$ cat config.mk
export PLATFORM = sky130hd
export DESIGN_NAME = branch_cond_eval
export DESIGN_NICKNAME = d
export VERILOG_FILES = /design/src/rtl/bce_pkg.sv /design/src/rtl/bce_control.sv /design/src/rtl/bce_datapath.sv /design/src/rtl/branch_cond_eval.sv
export SDC_FILE = /design/constraint.sdc
export NUM_CORES = 1
export LEC_CHECK = 0
export BUFFER_PORTS_ARGS = -buffer_cell sky130_fd_sc_hd__buf_2
export CORE_AREA = 2 2 115 117
export CTS_CLUSTER_DIAMETER = 30
export DETAILED_ROUTE_END_ITERATION = 12
export DIE_AREA = 0 0 117 119
export GPL_TIMING_DRIVEN = 0
export PLACE_DENSITY = 0.51
export SETUP_SLACK_MARGIN = 0.05
export SLEW_MARGIN = 10
export SYNTH_ARGS = -nofsm -noshare
export SYNTH_HDL_FRONTEND = slang
export SYNTH_SLANG_ARGS = --single-unit
export TNS_END_PERCENT = 10
$ cat constraint.sdc
create_clock -name clk -period 0.8 [get_ports clk]
set_input_delay 0.08 -clock clk [delete_from_list [all_inputs] [get_ports clk]]
set_output_delay 0.08 -clock clk [all_outputs]
set_load 0.02 [all_outputs]
$ cat src/rtl/bce_pkg.sv
package bce_pkg;

  localparam int CODE_W = 5;

  typedef enum logic [CODE_W-2:0] {
    FAM_ALWAYS = 4'd0,
    FAM_AND    = 4'd1,
    FAM_ALLSET = 4'd2,
    FAM_EQ     = 4'd3,
    FAM_LTS    = 4'd4,
    FAM_GTS    = 4'd5,
    FAM_LTU    = 4'd6,
    FAM_GTU    = 4'd7,
    FAM_FZERO  = 4'd8,
    FAM_EXT    = 4'd9
  } family_e;

  localparam int NUM_FLAGS = 10;

  typedef struct packed {
    logic                 enable;
    logic                 invert;
    logic [NUM_FLAGS-1:0] select;
  } strobes_t;

endpackage

$ cat src/rtl/bce_control.sv
module bce_control
  import bce_pkg::*;
(
  input  logic              clk,
  input  logic              rstN,
  input  logic              evalValid,
  input  logic [CODE_W-1:0] condCode,
  output strobes_t          strobes,
  output logic              takenValid
);

  logic [CODE_W-2:0] family;
  logic              known;

  assign family = condCode[CODE_W-1:1];

  always_comb begin
    strobes = '0;
    known   = 1'b1;
    case (family)
      FAM_ALWAYS: strobes.select[FAM_ALWAYS] = 1'b1;
      FAM_AND:    strobes.select[FAM_AND]    = 1'b1;
      FAM_ALLSET: strobes.select[FAM_ALLSET] = 1'b1;
      FAM_EQ:     strobes.select[FAM_EQ]     = 1'b1;
      FAM_LTS:    strobes.select[FAM_LTS]    = 1'b1;
      FAM_GTS:    strobes.select[FAM_GTS]    = 1'b1;
      FAM_LTU:    strobes.select[FAM_LTU]    = 1'b1;
      FAM_GTU:    strobes.select[FAM_GTU]    = 1'b1;
      FAM_FZERO:  strobes.select[FAM_FZERO]  = 1'b1;
      FAM_EXT:    strobes.select[FAM_EXT]    = 1'b1;
      default:    known = 1'b0;
    endcase
    strobes.invert = known & condCode[0];
    strobes.enable = evalValid;
  end

  always_ff @(posedge clk or negedge rstN) begin
    if (!rstN) takenValid <= 1'b0;
    else       takenValid <= evalValid;
  end

endmodule

$ cat src/rtl/bce_datapath.sv
module bce_datapath
  import bce_pkg::*;
#(
  parameter int DATA_W     = 16,
  parameter int SHIFT_W    = 4,
  parameter int LINE_W     = 4,
  parameter int EXT_GROUPS = 4,
  parameter int SEL_W      = 8,
  localparam int LINES     = 1 << LINE_W,
  localparam int GRP_W     = SEL_W - LINE_W
) (
  input  logic                        clk,
  input  logic                        rstN,
  input  strobes_t                    strobes,
  input  logic [DATA_W-1:0]           opA,
  input  logic [DATA_W-1:0]           opB,
  input  logic [SHIFT_W-1:0]          fieldShift,
  input  logic [SHIFT_W-1:0]          fieldMaskBits,
  input  logic [EXT_GROUPS*LINES-1:0] extLines,
  input  logic [SEL_W-1:0]            extSel,
  output logic                        taken
);

  logic [NUM_FLAGS-1:0]  flags;
  logic [DATA_W-1:0]     andBits;
  logic [2*DATA_W-1:0]   pairShifted;
  logic [DATA_W-1:0]     fieldMask;
  logic [DATA_W-1:0]     fieldBits;
  logic [EXT_GROUPS-1:0] groupHit;
  logic [LINE_W-1:0]     lineIdx;
  logic [GRP_W-1:0]      groupIdx;
  logic                  rawHit;

  assign andBits     = opA & opB;
  assign pairShifted = {opB, opA} >> fieldShift;

  always_comb begin
    for (int i = 0; i < DATA_W; i++) begin
      fieldMask[i] = (i <= int'(fieldMaskBits));
    end
  end

  assign fieldBits = pairShifted[DATA_W-1:0] & fieldMask;
  assign lineIdx   = extSel[LINE_W-1:0];
  assign groupIdx  = extSel[SEL_W-1:LINE_W];

  for (genvar g = 0; g < EXT_GROUPS; g++) begin : gGroup
    logic [LINES-1:0] groupLines;
    assign groupLines  = extLines[g*LINES +: LINES];
    assign groupHit[g] = (groupIdx == GRP_W'(g)) && groupLines[lineIdx];
  end

  always_comb begin
    flags             = '0;
    flags[FAM_ALWAYS] = 1'b1;
    flags[FAM_AND]    = |andBits;
    flags[FAM_ALLSET] = (andBits == opB);
    flags[FAM_EQ]     = (opA == opB);
    flags[FAM_LTS]    = ($signed(opA) < $signed(opB));
    flags[FAM_GTS]    = ($signed(opA) > $signed(opB));
    flags[FAM_LTU]    = (opA < opB);
    flags[FAM_GTU]    = (opA > opB);
    flags[FAM_FZERO]  = (fieldBits == '0);
    flags[FAM_EXT]    = |groupHit;
  end

  assign rawHit = |(flags & strobes.select);

  always_ff @(posedge clk or negedge rstN) begin
    if (!rstN)               taken <= 1'b0;
    else if (strobes.enable) taken <= rawHit ^ strobes.invert;
    else                     taken <= 1'b0;
  end

endmodule

$ cat src/rtl/branch_cond_eval.sv
module branch_cond_eval
  import bce_pkg::*;
#(
  parameter int DATA_W     = 16,
  parameter int SHIFT_W    = $clog2(DATA_W),
  parameter int LINE_W     = 4,
  parameter int EXT_GROUPS = 4,
  parameter int SEL_W      = 8
) (
  input  logic                               clk,
  input  logic                               rstN,
  input  logic                               evalValid,
  input  logic [CODE_W-1:0]                  condCode,
  input  logic [DATA_W-1:0]                  opA,
  input  logic [DATA_W-1:0]                  opB,
  input  logic [SHIFT_W-1:0]                 fieldShift,
  input  logic [SHIFT_W-1:0]                 fieldMaskBits,
  input  logic [EXT_GROUPS*(1<<LINE_W)-1:0]  extLines,
  input  logic [SEL_W-1:0]                   extSel,
  output logic                               takenValid,
  output logic                               taken
);

  strobes_t strobes;

  bce_control u_control (
    .clk        (clk),
    .rstN       (rstN),
    .evalValid  (evalValid),
    .condCode   (condCode),
    .strobes    (strobes),
    .takenValid (takenValid)
  );

  bce_datapath #(
    .DATA_W     (DATA_W),
    .SHIFT_W    (SHIFT_W),
    .LINE_W     (LINE_W),
    .EXT_GROUPS (EXT_GROUPS),
    .SEL_W      (SEL_W)
  ) u_datapath (
    .clk           (clk),
    .rstN          (rstN),
    .strobes       (strobes),
    .opA           (opA),
    .opB           (opB),
    .fieldShift    (fieldShift),
    .fieldMaskBits (fieldMaskBits),
    .extLines      (extLines),
    .extSel        (extSel),
    .taken         (taken)
  );

endmodule

# Word-level counts from Yosys, hierarchy flattened
# Index checks and enable logic that the tools add are counted.
[op_classes]
n_mux = 20
n_lt_le_gt_ge = 20
reduce_logical = 11
shift = 1
bitwise = 5
eq_ne = 14
[op_table]
columns = ["operator", "count"]
rows = [
  ["AND 16 bit", 2],
  ["== test 16 bit", 2],
  ["greater-than comparator 16 bit", 2],
  ["less-or-equal comparator 4 bit, first input constant", 8],
  ["less-than comparator 16 bit", 2],
  ["right shift 32 x 4 -> 16 bit", 1],
  ["OR reduction 10 bit", 2],
  ["binary-select mux 1 bit (select 4 bit)", 4],
  ["== test 4 x 2 -> 1 bit, second input constant", 4],
  ["== test 4 x 3 -> 1 bit, second input constant", 4],
  ["less-or-equal comparator 3 x 4 -> 1 bit, first input constant", 4],
  ["zero test 16 bit", 1],
  ["two-way mux 1 bit", 16],
  ["OR reduction 16 bit", 1],
  ["AND 10 bit", 1],
  ["== test 4 x 1 -> 1 bit, second input constant", 2],
  ["== test 4 bit, second input constant", 2],
  ["less-or-equal comparator 2 x 4 -> 1 bit, first input constant", 2],
  ["zero test 4 bit", 2],
  ["less-than comparator 4 x 5 -> 1 bit, second input constant", 1],
  ["less-or-equal comparator 1 x 4 -> 1 bit, first input constant", 1],
  ["logical AND 1 bit", 4],
  ["OR reduction 4 bit", 1],
  ["AND 1 bit", 1],
  ["bitwise XOR 1 bit", 1],
]
[word_totals]
output_inout_bits = 2
input_bits = 120
reg_bits = 2

# Longest topological paths before layout
# Gate-level depths: netlist of the first run.
[logic_depth]
depth_word = 8
depth_mapped = 11
ltp_nobuf = 10

# Hierarchy
# A second synthesis of the first run with hierarchy kept.
[unflattened]
hier_cells = 343
hier_area_um2 = 3270.6
[modules_own_cells]
columns = ["module", "cells_per_inst", "n_inst", "area_per_inst_um2"]
rows = [
  ["bce_datapath", 324, 1, 3151.8],
  ["bce_control", 19, 1, 118.9],
]

# Least setup slack after synthesis of the first run
# No wires, ideal clock.
[synth_path]
path_type = "input port to flip-flop"
start = "in extSel[0]"
end = "reg u_datapath.taken"
n_path_buf = 2
required_ns = 0.721
setup_ns = 0.079
cell_stages = 9
path_slack_ns = -1.343
arrival_ns = 2.063
cell_sequence = "clkbuf_1 > buf_2 > mux4_2 > a22oi_1 > nand4_1 > nand4_1 > o211ai_1 > nor3_1 > mux2i_1"
[synth_between]
elab_chain_len = 8
word_cells_on_any_way = 17
[synth_rtl]
columns = ["item", "line", "source"]
rows = [
  ["from (decl)", "branch_cond_eval.sv:19", "input logic [SEL_W-1:0] extSel,"],
  ["binary-select mux 1 bit (select 4 bit)", "bce_datapath.sv:50", "assign groupHit[g] = (groupIdx == GRP_W'(g)) && groupLines[lineIdx];"],
  ["two-way mux 1 bit (not written as such)", "bce_datapath.sv:50", ""],
  ["logical AND 1 bit", "bce_datapath.sv:50", ""],
  ["OR reduction 4 bit (*)", "bce_datapath.sv:64", "flags[FAM_EXT] = |groupHit;"],
  ["AND 10 bit (*)", "bce_datapath.sv:67", "assign rawHit = |(flags & strobes.select);"],
  ["OR reduction 10 bit (*)", "bce_datapath.sv:67", ""],
  ["bitwise XOR 1 bit (*)", "bce_datapath.sv:71", "else if (strobes.enable) taken <= rawHit ^ strobes.invert;"],
  ["two-way mux 1 bit (*)", "bce_datapath.sv:71", ""],
  ["to (signal assigned)", "bce_datapath.sv:71", ""],
  ["to (decl)", "bce_datapath.sv:21", "output logic taken"],
]
# Mark *: on every way between the ends. The rest lies on a longest branch, timed or not. The select of a mux whose other input is x is not followed.

# Final worst setup path of the first run
[layout_path]
start = "in fieldShift[1]"
end = "reg u_datapath.taken"
[layout_between]
elab_chain_len = 7
[layout_rtl]
columns = ["item", "line", "source"]
rows = [
  ["from (decl)", "branch_cond_eval.sv:16", "input logic [SHIFT_W-1:0] fieldShift,"],
  ["right shift 32 x 4 -> 16 bit", "bce_datapath.sv:35", "assign pairShifted = {opB, opA} >> fieldShift;"],
  ["AND 16 bit", "bce_datapath.sv:43", "assign fieldBits = pairShifted[DATA_W-1:0] & fieldMask;"],
  ["zero test 16 bit", "bce_datapath.sv:63", "flags[FAM_FZERO] = (fieldBits == '0);"],
  ["AND 10 bit", "bce_datapath.sv:67", ""],
  ["OR reduction 10 bit", "bce_datapath.sv:67", ""],
  ["bitwise XOR 1 bit", "bce_datapath.sv:71", ""],
  ["two-way mux 1 bit", "bce_datapath.sv:71", ""],
]
# Every way passes these cells.

==> results of run 1 <==
==> cell families (layout without fill, tap and decap cells) <==
| family | count (synthesis) | in the layout | synth area share [%] |
|---|---|---|---|
| AOI/OAI and AO/OA | 60 | 60 | 13.6 |
| and+or+nand+nor | 83 | 83 | 14.9 |
| DFF | 2 | 2 | 1.61 |
| xor gates and xnor gates | 1 | 1 | 0.281 |
| adders and majority gates | 49 | 49 | 19.6 |
| muxes | 68 | 68 | 41.5 |
| buffers and inverters | 57 | 188 | 8.47 |
==> cells in the mapped netlist, drive strengths merged (2+ instances only) <==
cell / instances
o211ai: 5
mux2i: 13
and3: 2
o311ai: 2
o21ai: 9
nand3b: 2
buf: 12
nor2b: 3
a31oi: 3
a21oi: 15
nor4b: 3
inv: 35
nor4: 8
and2: 2
dfrtp: 2
ha: 48
nand4: 13
mux4: 48
mux2: 7
nor2: 13
clkbuf: 9
a2111oi: 3
nand3: 6
a211oi: 4
or3: 2
nor3: 4
or2: 3
a22oi: 6
nand2: 14
nand2b: 2
==> final cells by class <==
class	instances	area, sq um	area share (%)
Clock buffer	3	75.1	1.60
Buffer	21	208	4.41
Timing Repair Buffer	128	907	19.3
Inverter	36	138	2.93
Multi-Input combinational cell	261	3110	66.0
Sequential cell	2	50.0	1.06
Tap cell	176	220	4.68
==> stage by stage <==
step / cell area (sq um) / util [%] / hold WS [ns] / power [uW]
finish: 4700 / 36.5 / 0.139 / 3380
global route: 4700 / 36.5 / 0.184 / 3600
CTS: 4500 / 35.0 / 0.141 / 3250
global placement: 3920 / 30.4 / -0.135 / 2090
floorplan: 3130 / - / -0.216 / 1340
detailed placement: 3920 / 30.4 / -0.135 / 2110
==> worst max-delay path: cells and delay by family <==
family | cells | cell delay [ns]
compound gates | 4 | 1.10
mux | 2 | 0.49
buf+inv | 2 | 0.38
simple gates | 2 | 0.13
==> routing by layer <==
| layer | wire length, um | GRT usage, % | up-vias |
|---|---|---|---|
| met5 | 0 | 0 | - |
| met4 | 189 | 3.82 | 0 |
| met3 | 952 | 1.58 | 23 |
| met2 | 6300 | 31.6 | 218 |
| met1 | 4600 | 21.2 | 1634 |
| li1 | - | - | 1545 |
==> placed cells by master, fill, tap and decap left out, types with 3 or more instances in the layout <==
master	netlist	layout
mux2_2	4	3
buf_12	0	9
nor2_1	13	13
clkbuf_16	0	3
buf_6	6	13
o21ai_0	7	6
ha_1	48	34
nand2_1	14	14
inv_2	0	8
ha_4	0	13
o211ai_1	5	5
clkbuf_1	9	5
mux2_4	1	3
mux2i_1	13	7
inv_1	35	26
nand3_1	6	6
buf_2	4	90
nor4b_1	3	3
nand4_1	13	13
a22oi_1	6	5
a21oi_1	15	11
nor4_1	8	6
mux2i_2	0	5
o21ai_1	2	3
buf_4	0	18
mux4_2	48	48
or2_2	3	3
a21oi_2	0	4
a211oi_2	0	4
nor3_1	4	3
buf_8	0	5
==> sequential cells by signal, summed over array words and instances (netlist names) <==
signal,count
u_control.takenValid,1
u_datapath.taken,1
==> where the power goes <==
part	internal, uW	leakage [uW]	switching, uW
sequential	109	0.0000248	2.18
clock	639	0.0000370	142
combinational	1320	0.00195	1170
total	2070	0.00201	1310
==> worst max-delay path by stage <==
stage	slack (ns)	endpoint	from	depth (start not counted)
global route	-1.38	u_datapath.taken	opB[0]	10
detailed placement	-1.93	u_datapath.taken	fieldShift[0]	10
floorplan	-1.20	u_datapath.taken	fieldShift[1]	9
CTS	-1.29	u_datapath.taken	fieldShift[2]	10
global placement	-1.97	u_datapath.taken	fieldShift[0]	10
finish	-1.26	u_datapath.taken	fieldShift[1]	10
==> repair_timing <==
action	in CTS	in global routing
setup buffers	8	2
gates cloned	2	0
resized for setup	76	61
setup endpoints to repair	3	3
hold buffers	2	0
endpoints found under the hold margin	3	0
pin swaps	16	14
==> flow_summary_export.csv, run 1 <==
group,metric,value,unit
placed_design,dpl.cell_count,610,
routing,first_iter_violations,276,
floorplanning,die_x,117,um
power_and_ir_drop,peakVddDrop,0.00115,V
placed_design,dp_slack,-1.93,ns
cts,clock-root-buffer,"clkbuf_16",
routing,drt_wl_total,12000,um
floorplanning,core-area,12900,sq um
routing,drc_errors,0,
power_and_ir_drop,power_density,719,nW/um^2
sta,slew_violations,0,
placed_design,port_buffers,114,
yosys,synth_edf_count,0,
sta,finalHoldViolations,0,
global_routing,grt_pass1_vias,3558,
worst_setup_path,cp_data_arrival_time,2.20,ns
yosys,async_reset_ff_share,100,%
yosys,syn_area,3120,sq um
yosys,yosys_warnings,0,
cells_and_area,stdcell_count,627,
yosys,syn-instance-count,320,
floorplanning,rows,42,
cts,clk_path_buf_depth,2,
sta,finalWorstSetupSlack,-1.26,ns
routing,vias,3420,
sta,setup_tns,-1.28,ns
hold_path,hold_class,"in -> reg",
cells_and_area,diodes,0,
sta,worstMarginPinSlew,0.525,ns
worst_setup_path,crit_path_end_kind,"flip-flop",
sta,period_minus_slack,2.06,ns
worst_setup_path,critPathRequiredTime,0.94,ns
outcome,status,"finished, violations left",
worst_setup_path,critPathLaunchType,"input port",
cells_and_area,area_growth,50.9,%
worst_setup_path,crit_slowest_cell,"a2111oi_4",
yosys,synth.avg_cell_area,9.74,sq um
yosys,synthFlopType,"dfrtp_1",
global_routing,antenna_found_initial,0,
run,maxCapViolations,0,
routing,viasPerCell,5.45,
cts,h-tree-depth,1,
yosys,ys_ff_latch,2,
cts,cts_tree,"built",
sta,setup_viol,3,
global_routing,grt_max_degree,11,
global_routing,grt_usage,17.1,%
yosys,synth_area_leader_cell,"mux4_2",
worst_setup_path,critPathMaxFanout,9,
yosys,synth_area_leaders,"mux4_2, ha_1, inv_1",
cells_and_area,fillers,1314,
yosys,seq_area_frac_synth,1.61,%
yosys,synth_cell_types,58,
hold_path,hold_start,"condCode[0]",
cts,clk_pin_slew,0.03,ns
routing,wl_per_cell,19.2,um
outcome,violations,"setup timing",
sta,max_freq,486,MHz
floorplanning,die_area,13900,sq um
yosys,synth_top_area_share,34.7,%
sta,slew_headroom,64.5,%
floorplanning,die_h,119,um
power_and_ir_drop,p_leak,0.00201,uW
placed_design,place.gp.congestion,0.884,
global_routing,grt_overflow,0,
worst_setup_path,cpPeakStageDelay,0.49,ns
routing,drtAntennaViolNets,0,
floorplanning,start_util,24.2,%
cts,cts-buffers-inserted,3,
routing,first_pass_iters,5,
yosys,synthesis.nets,488,
hold_path,hold-path-endpoint,"u_datapath.taken",
floorplanning,num_io_pins,122,
sta,grt_setup_unrepaired,"true",
placed_design,dp_hpwl,9420,um
cells_and_area,nets,621,
worst_setup_path,crit_type,"in -> reg",
worst_setup_path,crit_chain,"buf_12 > bufbuf_16 > mux2_4 > a211oi_2 > nor2_1 > o41ai_2 > a21oi_2 > a2111oi_4 > nor3_4 > mux2i_1",
cells_and_area,drive_gt1_share,55.2,%
cts,cts_sinks,2,
hold_path,min_path_cells,3,
global_routing,grt_pass1_wl,18600,um
sta,fin_crit_sh,257,%
No activity file was read; power rests on OpenSTA's default activity.
==> run 2: changes to the inputs <==
==> constraint.sdc (replaced) <==
create_clock -name clk -period 0.8 [get_ports clk]
set_input_delay 0.08 -clock clk [delete_from_list [all_inputs] [get_ports clk]]
set_output_delay 0.08 -clock clk [all_outputs]
set_load 0.1 [all_outputs]
==> run 2 against run 1 <==
The run still ends with setup timing left. Setup slack gained 0.0055 ns. Utilization grew 0.16 points. Non-clock buffer count is the same. Routed wire length is essentially flat. Critical path depth is the same. Die area is the same. Sequential cell count is the same. Final area grew 0.43%.
==> flow_summary_export.csv, run 2 (synthesis results as in run 1) <==
group,metric,value,unit
global_routing,grt_pass1_vias,3557,
cells_and_area,final_common_cell,"buf_2",
floorplanning,die_h,119,um
routing,viasPerCell,5.39,
power_and_ir_drop,peakVddDrop,0.00116,V
routing,wl_per_cell,19.2,um
cells_and_area,diodes,0,
worst_setup_path,critPathMaxFanout,9,
sta,finalHoldViolations,0,
global_routing,grt_overflow,0,
cells_and_area,layout_common_cells,"buf_2, mux4_2, ha_1, inv_1, buf_4",
cts,clock-root-buffer,"clkbuf_16",
power_and_ir_drop,p_sw,1360,uW
floorplanning,core-area,12900,sq um
sta,max_freq,487,MHz
floorplanning,start_util,24.2,%
floorplanning,rows,42,
worst_setup_path,critPathLaunchType,"input port",
placed_design,dp_hpwl,9420,um
sta,worstMarginPinSlew,0.539,ns
cts,cts_sinks,2,
power_and_ir_drop,p_seq_share,3.3,%
routing,vias,3378,
cts,h-tree-depth,1,
global_routing,grt_max_degree,11,
power_and_ir_drop,swShare,39.6,%
cells_and_area,stdcell_count,627,
power_and_ir_drop,p_int,2080,uW
sta,slew_headroom,63.5,%
outcome,violations,"setup timing",
routing,first_pass_iters,4,
sta,setup_viol,3,
power_and_ir_drop,power_density,729,nW/um^2
run,maxCapViolations,0,
placed_design,port_buffers,114,
routing,drc_errors,0,
cts,cts-buffers-inserted,3,
global_routing,grt_pass1_wl,18600,um
sta,slew_violations,0,
routing,drt_wl_total,12000,um
placed_design,place_area,3920,sq um
placed_design,place.gp.congestion,0.884,
cells_and_area,area_growth,51.6,%
hold_path,min_path_cells,3,
sta,setup_tns,-1.39,ns
power_and_ir_drop,p_leak,0.00201,uW
sta,fin_crit_sh,256,%
power_and_ir_drop,power,3440,uW
cells_and_area,nets,621,
hold_path,hold_class,"in -> reg",
routing,drtAntennaViolNets,0,
floorplanning,die_area,13900,sq um
power_and_ir_drop,p_clk_share,22.6,%
cells_and_area,largest_registers,"u_control.takenValid (1), u_datapath.taken (1)",
cts,cts_tree,"built",
cells_and_area,design_area,4720,sq um
routing,first_iter_violations,351,
cells_and_area,drive_gt1_share,55.2,%
hold_path,hold_start,"condCode[0]",
global_routing,grt_usage,17.1,%
sta,period_minus_slack,2.05,ns
worst_setup_path,crit_path_end_kind,"flip-flop",
cts,clk_pin_slew,0.03,ns
floorplanning,num_io_pins,122,
global_routing,antenna_found_initial,0,
sta,grt_setup_unrepaired,"true",
hold_path,hold-path-endpoint,"u_datapath.taken",
sta,finalWorstSetupSlack,-1.25,ns
power_and_ir_drop,power_frac_comb,74.1,%
floorplanning,die_x,117,um
cells_and_area,fillers,1312,
worst_setup_path,critPathRequiredTime,0.90,ns
cts,clk_path_buf_depth,2,
worst_setup_path,crit_type,"in -> reg",
placed_design,dpl.cell_count,610,
worst_setup_path,cp_data_arrival_time,2.15,ns
outcome,status,"finished, violations left",
[run 2: cell counts in the layout (fill, tap and decap cells not counted)]
Identical to the previous run, type by type.
[run 2: how the worst max path moves through the flow]
stage          cells after the start           from                to  slack (ns)
2_1_floorplan                      9  fieldShift[1]  u_datapath.taken       -1.20
3_3_place_gp                      10  fieldShift[0]  u_datapath.taken       -1.97
3_5_place_dp                      10  fieldShift[0]  u_datapath.taken       -1.93
4_1_cts                           10  fieldShift[2]  u_datapath.taken       -1.29
5_1_grt                           10         opB[0]  u_datapath.taken       -1.35
6_report                          10  fieldShift[1]  u_datapath.taken       -1.25
[run 2: what timing repair did]
action	4_1_cts	5_1_grt
hold endpoints to repair	3	0
gates cloned	2	0
setup buffers	8	2
resized for setup	82	61
endpoints found under the setup margin	3	3
pin swaps	16	14
hold buffers	2	0
[run 2: layout make-up]
class | count | area (sq um) | share of cell area, %
flip-flops and latches | 2 | 50.0 | 1.06
clock buffers | 3 | 75.1 | 1.59
multi-input cells | 261 | 3110 | 65.8
inverters | 36 | 138 | 2.91
well taps | 176 | 220 | 4.66
repair buffers | 128 | 927 | 19.6
plain buffers | 21 | 208 | 4.40
[run 2: power groups by stage]
stage / registers [uW] / clock network [uW] / logic [uW]
2_1_floorplan: 168 / 0 / 1220
3_3_place_gp: 112 / 0 / 2030
3_5_place_dp: 112 / 0 / 2050
4_1_cts: 115 / 792 / 2400
5_1_grt: 115 / 798 / 2750
6_report: 115 / 778 / 2550
[run 2: worst max-delay path, cell delays in order]
cell and delay (ns):
buf_12 0.12, bufbuf_16 0.26, mux2_4 0.32, a211oi_2 0.19, nor2_1 0.08, o41ai_2 0.32
a21oi_2 0.09, a2111oi_4 0.50, nor3_4 0.05, mux2i_1 0.13
[run 2: layer usage]
metal | GRT usage [%] | up-vias | part of all wire [%]
li1 | - | 1543 | -
met1 | 21.2 | 1621 | 38
met2 | 31.6 | 197 | 52
met3 | 1.58 | 17 | 8.4
met4 | 3.82 | 0 | 1.4
met5 | 0 | - | 0
[run 2: through the flow]
step / hold WS, ns / utilization, % / setup WS (ns)
after floorplan: -0.216 / - / -1.20
after global placement: -0.135 / 30.4 / -1.97
after detailed placement: -0.135 / 30.4 / -1.93
after CTS: 0.141 / 35.1 / -1.29
after global routing: 0.173 / 36.7 / -1.35
final: 0.134 / 36.7 / -1.25
==> run 3: changes to the inputs <==
CAP_MARGIN = 10   (was not set)
CTS_BUF_LIST = sky130_fd_sc_hd__clkbuf_2 sky130_fd_sc_hd__clkbuf_4 sky130_fd_sc_hd__clkbuf_8   (was not set)
==> run 3 against run 2 <==
The run still ends with setup timing left. Sequential cell count stayed put. Fmax is 0.37% lower. Sequential share of layout area hardly changed. Power is 10% lower. Final area is 0.82% lower. Via count is 1.3% higher. First-iteration DRC count is 18% lower. Hold slack worse by 0.13 ns. Non-clock buffer count is 1 lower. Cell count is 0.16% lower. Critical path type unchanged. Critical endpoint unchanged. Largest cell class unchanged. Largest power group unchanged.
==> flow_summary_export.csv, run 3 (synthesis results as in run 1) <==
group,metric,value,unit
placed_design,dp_slack,-1.93,ns
routing,vias,3422,
placed_design,dp_hpwl,9420,um
outcome,status,"finished, violations left",
cts,clk_path_buf_depth,2,
sta,fin_crit_sh,257,%
floorplanning,die_h,119,um
power_and_ir_drop,p_sw,1330,uW
sta,finalWorstSetupSlack,-1.26,ns
routing,first_iter_violations,288,
cells_and_area,final_common_cell,"buf_2",
sta,grt_setup_unrepaired,"true",
sta,period_minus_slack,2.06,ns
hold_path,hold_class,"in -> reg",
sta,max_freq,486,MHz
routing,drtAntennaViolNets,0,
worst_setup_path,cp-endpoint,"u_datapath.taken",
global_routing,grt_overflow,0,
placed_design,place.gp.congestion,0.884,
cts,clk_pin_slew,0.03,ns
cts,clock-root-buffer,"clkbuf_8",
floorplanning,die_x,117,um
cells_and_area,fillers,1318,
floorplanning,num_io_pins,122,
placed_design,port_buffers,114,
floorplanning,die_area,13900,sq um
cells_and_area,diodes,0,
power_and_ir_drop,power_density,660,nW/um^2
global_routing,grt_max_degree,11,
placed_design,dpl.cell_count,610,
run,maxCapViolations,0,
cts,cts_sinks,2,
global_routing,grt_pass1_wl,18600,um
worst_setup_path,critPathLaunchType,"input port",
cells_and_area,final_core_util,36.4,%
cells_and_area,area_growth,50.3,%
worst_setup_path,crit_start,"fieldMaskBits[0]",
routing,viasPerCell,5.47,
sta,finalHoldViolations,0,
cts,h-tree-depth,1,
cells_and_area,largest_registers,"u_control.takenValid (1), u_datapath.taken (1)",
global_routing,grt_pass1_vias,3545,
power_and_ir_drop,p_int,1760,uW
sta,worstMarginPinSlew,0.525,ns
power_and_ir_drop,power_frac_comb,82.5,%
power_and_ir_drop,p_clk_share,13.7,%
worst_setup_path,cp_data_arrival_time,2.15,ns
worst_setup_path,critPathRequiredTime,0.89,ns
cts,cts-buffers-inserted,3,
global_routing,antenna_found_initial,0,
outcome,violations,"setup timing",
worst_setup_path,critPathMaxFanout,10,
worst_setup_path,crit_type,"in -> reg",
routing,first_pass_iters,4,
floorplanning,start_util,24.2,%
sta,setup_viol,3,
global_routing,grt_usage,17.1,%
cells_and_area,stdcell_count,626,
sta,slew_violations,0,
routing,drc_errors,0,
power_and_ir_drop,swShare,43.0,%
cts,cts_tree,"built",
floorplanning,rows,42,
sta,slew_headroom,64.5,%
power_and_ir_drop,p_leak,0.00200,uW
cells_and_area,layout_common_cells,"buf_2, mux4_2, ha_1, inv_1, buf_4",
routing,wl_per_cell,19.3,um
cells_and_area,nets,620,
floorplanning,core-area,12900,sq um
sta,setup_tns,-1.39,ns
worst_setup_path,crit_path_end_kind,"flip-flop",
cells_and_area,drive_gt1_share,55.3,%
power_and_ir_drop,peakVddDrop,0.000855,V
routing,drt_wl_total,12100,um
power_and_ir_drop,p_seq_share,3.7,%
[run 3: cell count changes in the layout (fill, tap and decap cells not counted), sizes merged]
| cell | previous run | this run |
|---|---|---|
| dlygate4sd3 | 2 | 1 |
[run 3: what timing repair did]
| item | in CTS | in global routing |
|---|---|---|
| buffers inserted | 8 | 2 |
| endpoints found under the hold margin | 2 | 0 |
| pin swaps | 16 | 14 |
| resized for setup | 82 | 62 |
| cloned | 2 | 0 |
| hold buffers | 1 | 0 |
| setup endpoints to repair | 3 | 3 |
[run 3: power by group through the flow]
stage          logic, uW  registers [uW]  clock network [uW]
2_1_floorplan       1220             168                   0
3_3_place_gp        2030             112                   0
3_5_place_dp        2050             112                   0
4_1_cts             2400             115                 438
5_1_grt             2750             116                 441
6_report            2550             116                 425
[run 3: metal layers]
metal / share of wire, % / global-route usage (%)
met5: 0 / 0
met4: 1.6 / 3.82
met3: 7.4 / 1.63
met2: 52 / 31.5
met1: 39 / 21.2
[run 3: how the worst min path moves through the flow]
stage                     startpoint                    to  slack (ns)  depth (start not counted)
after CTS                  evalValid  u_control.takenValid     0.00004                          1
after global placement          rstN  u_control.takenValid       -0.13                          1
after detailed placement        rstN      u_datapath.taken       -0.14                          1
after global routing       evalValid  u_control.takenValid       0.004                          1
after floorplan                 rstN  u_control.takenValid       -0.22                          0
final                      evalValid  u_control.takenValid       0.006                          1
[run 3: cell type report]
cell class,count,area (sq um),share of cell area (%)
clock buffers,3,41.3,0.881
repair buffers,127,922,19.7
plain buffers,21,208,4.43
multi-input cells,261,3110,66.3
flip-flops and latches,2,50.0,1.07
inverters,36,138,2.94
well taps,176,220,4.70
[run 3: through the flow]
step	power, uW	hold WS [ns]	cell area (sq um)
after floorplan	1390	-0.216	3130
after global placement	2140	-0.135	3920
after detailed placement	2160	-0.135	3920
after CTS	2950	0.0000384	4480
after global routing	3310	0.00403	4690
final	3090	0.00552	4690
[run 3: worst max-delay path, cell delays in order]
cell       delay (ns)
buf_2            0.10
clkbuf_1         0.22
or4_4            0.51
nand4_1          0.13
nand3_1          0.12
a211oi_2         0.25
nand2_1          0.13
a2111oi_4        0.43
nor3_4           0.05
mux2i_1          0.13
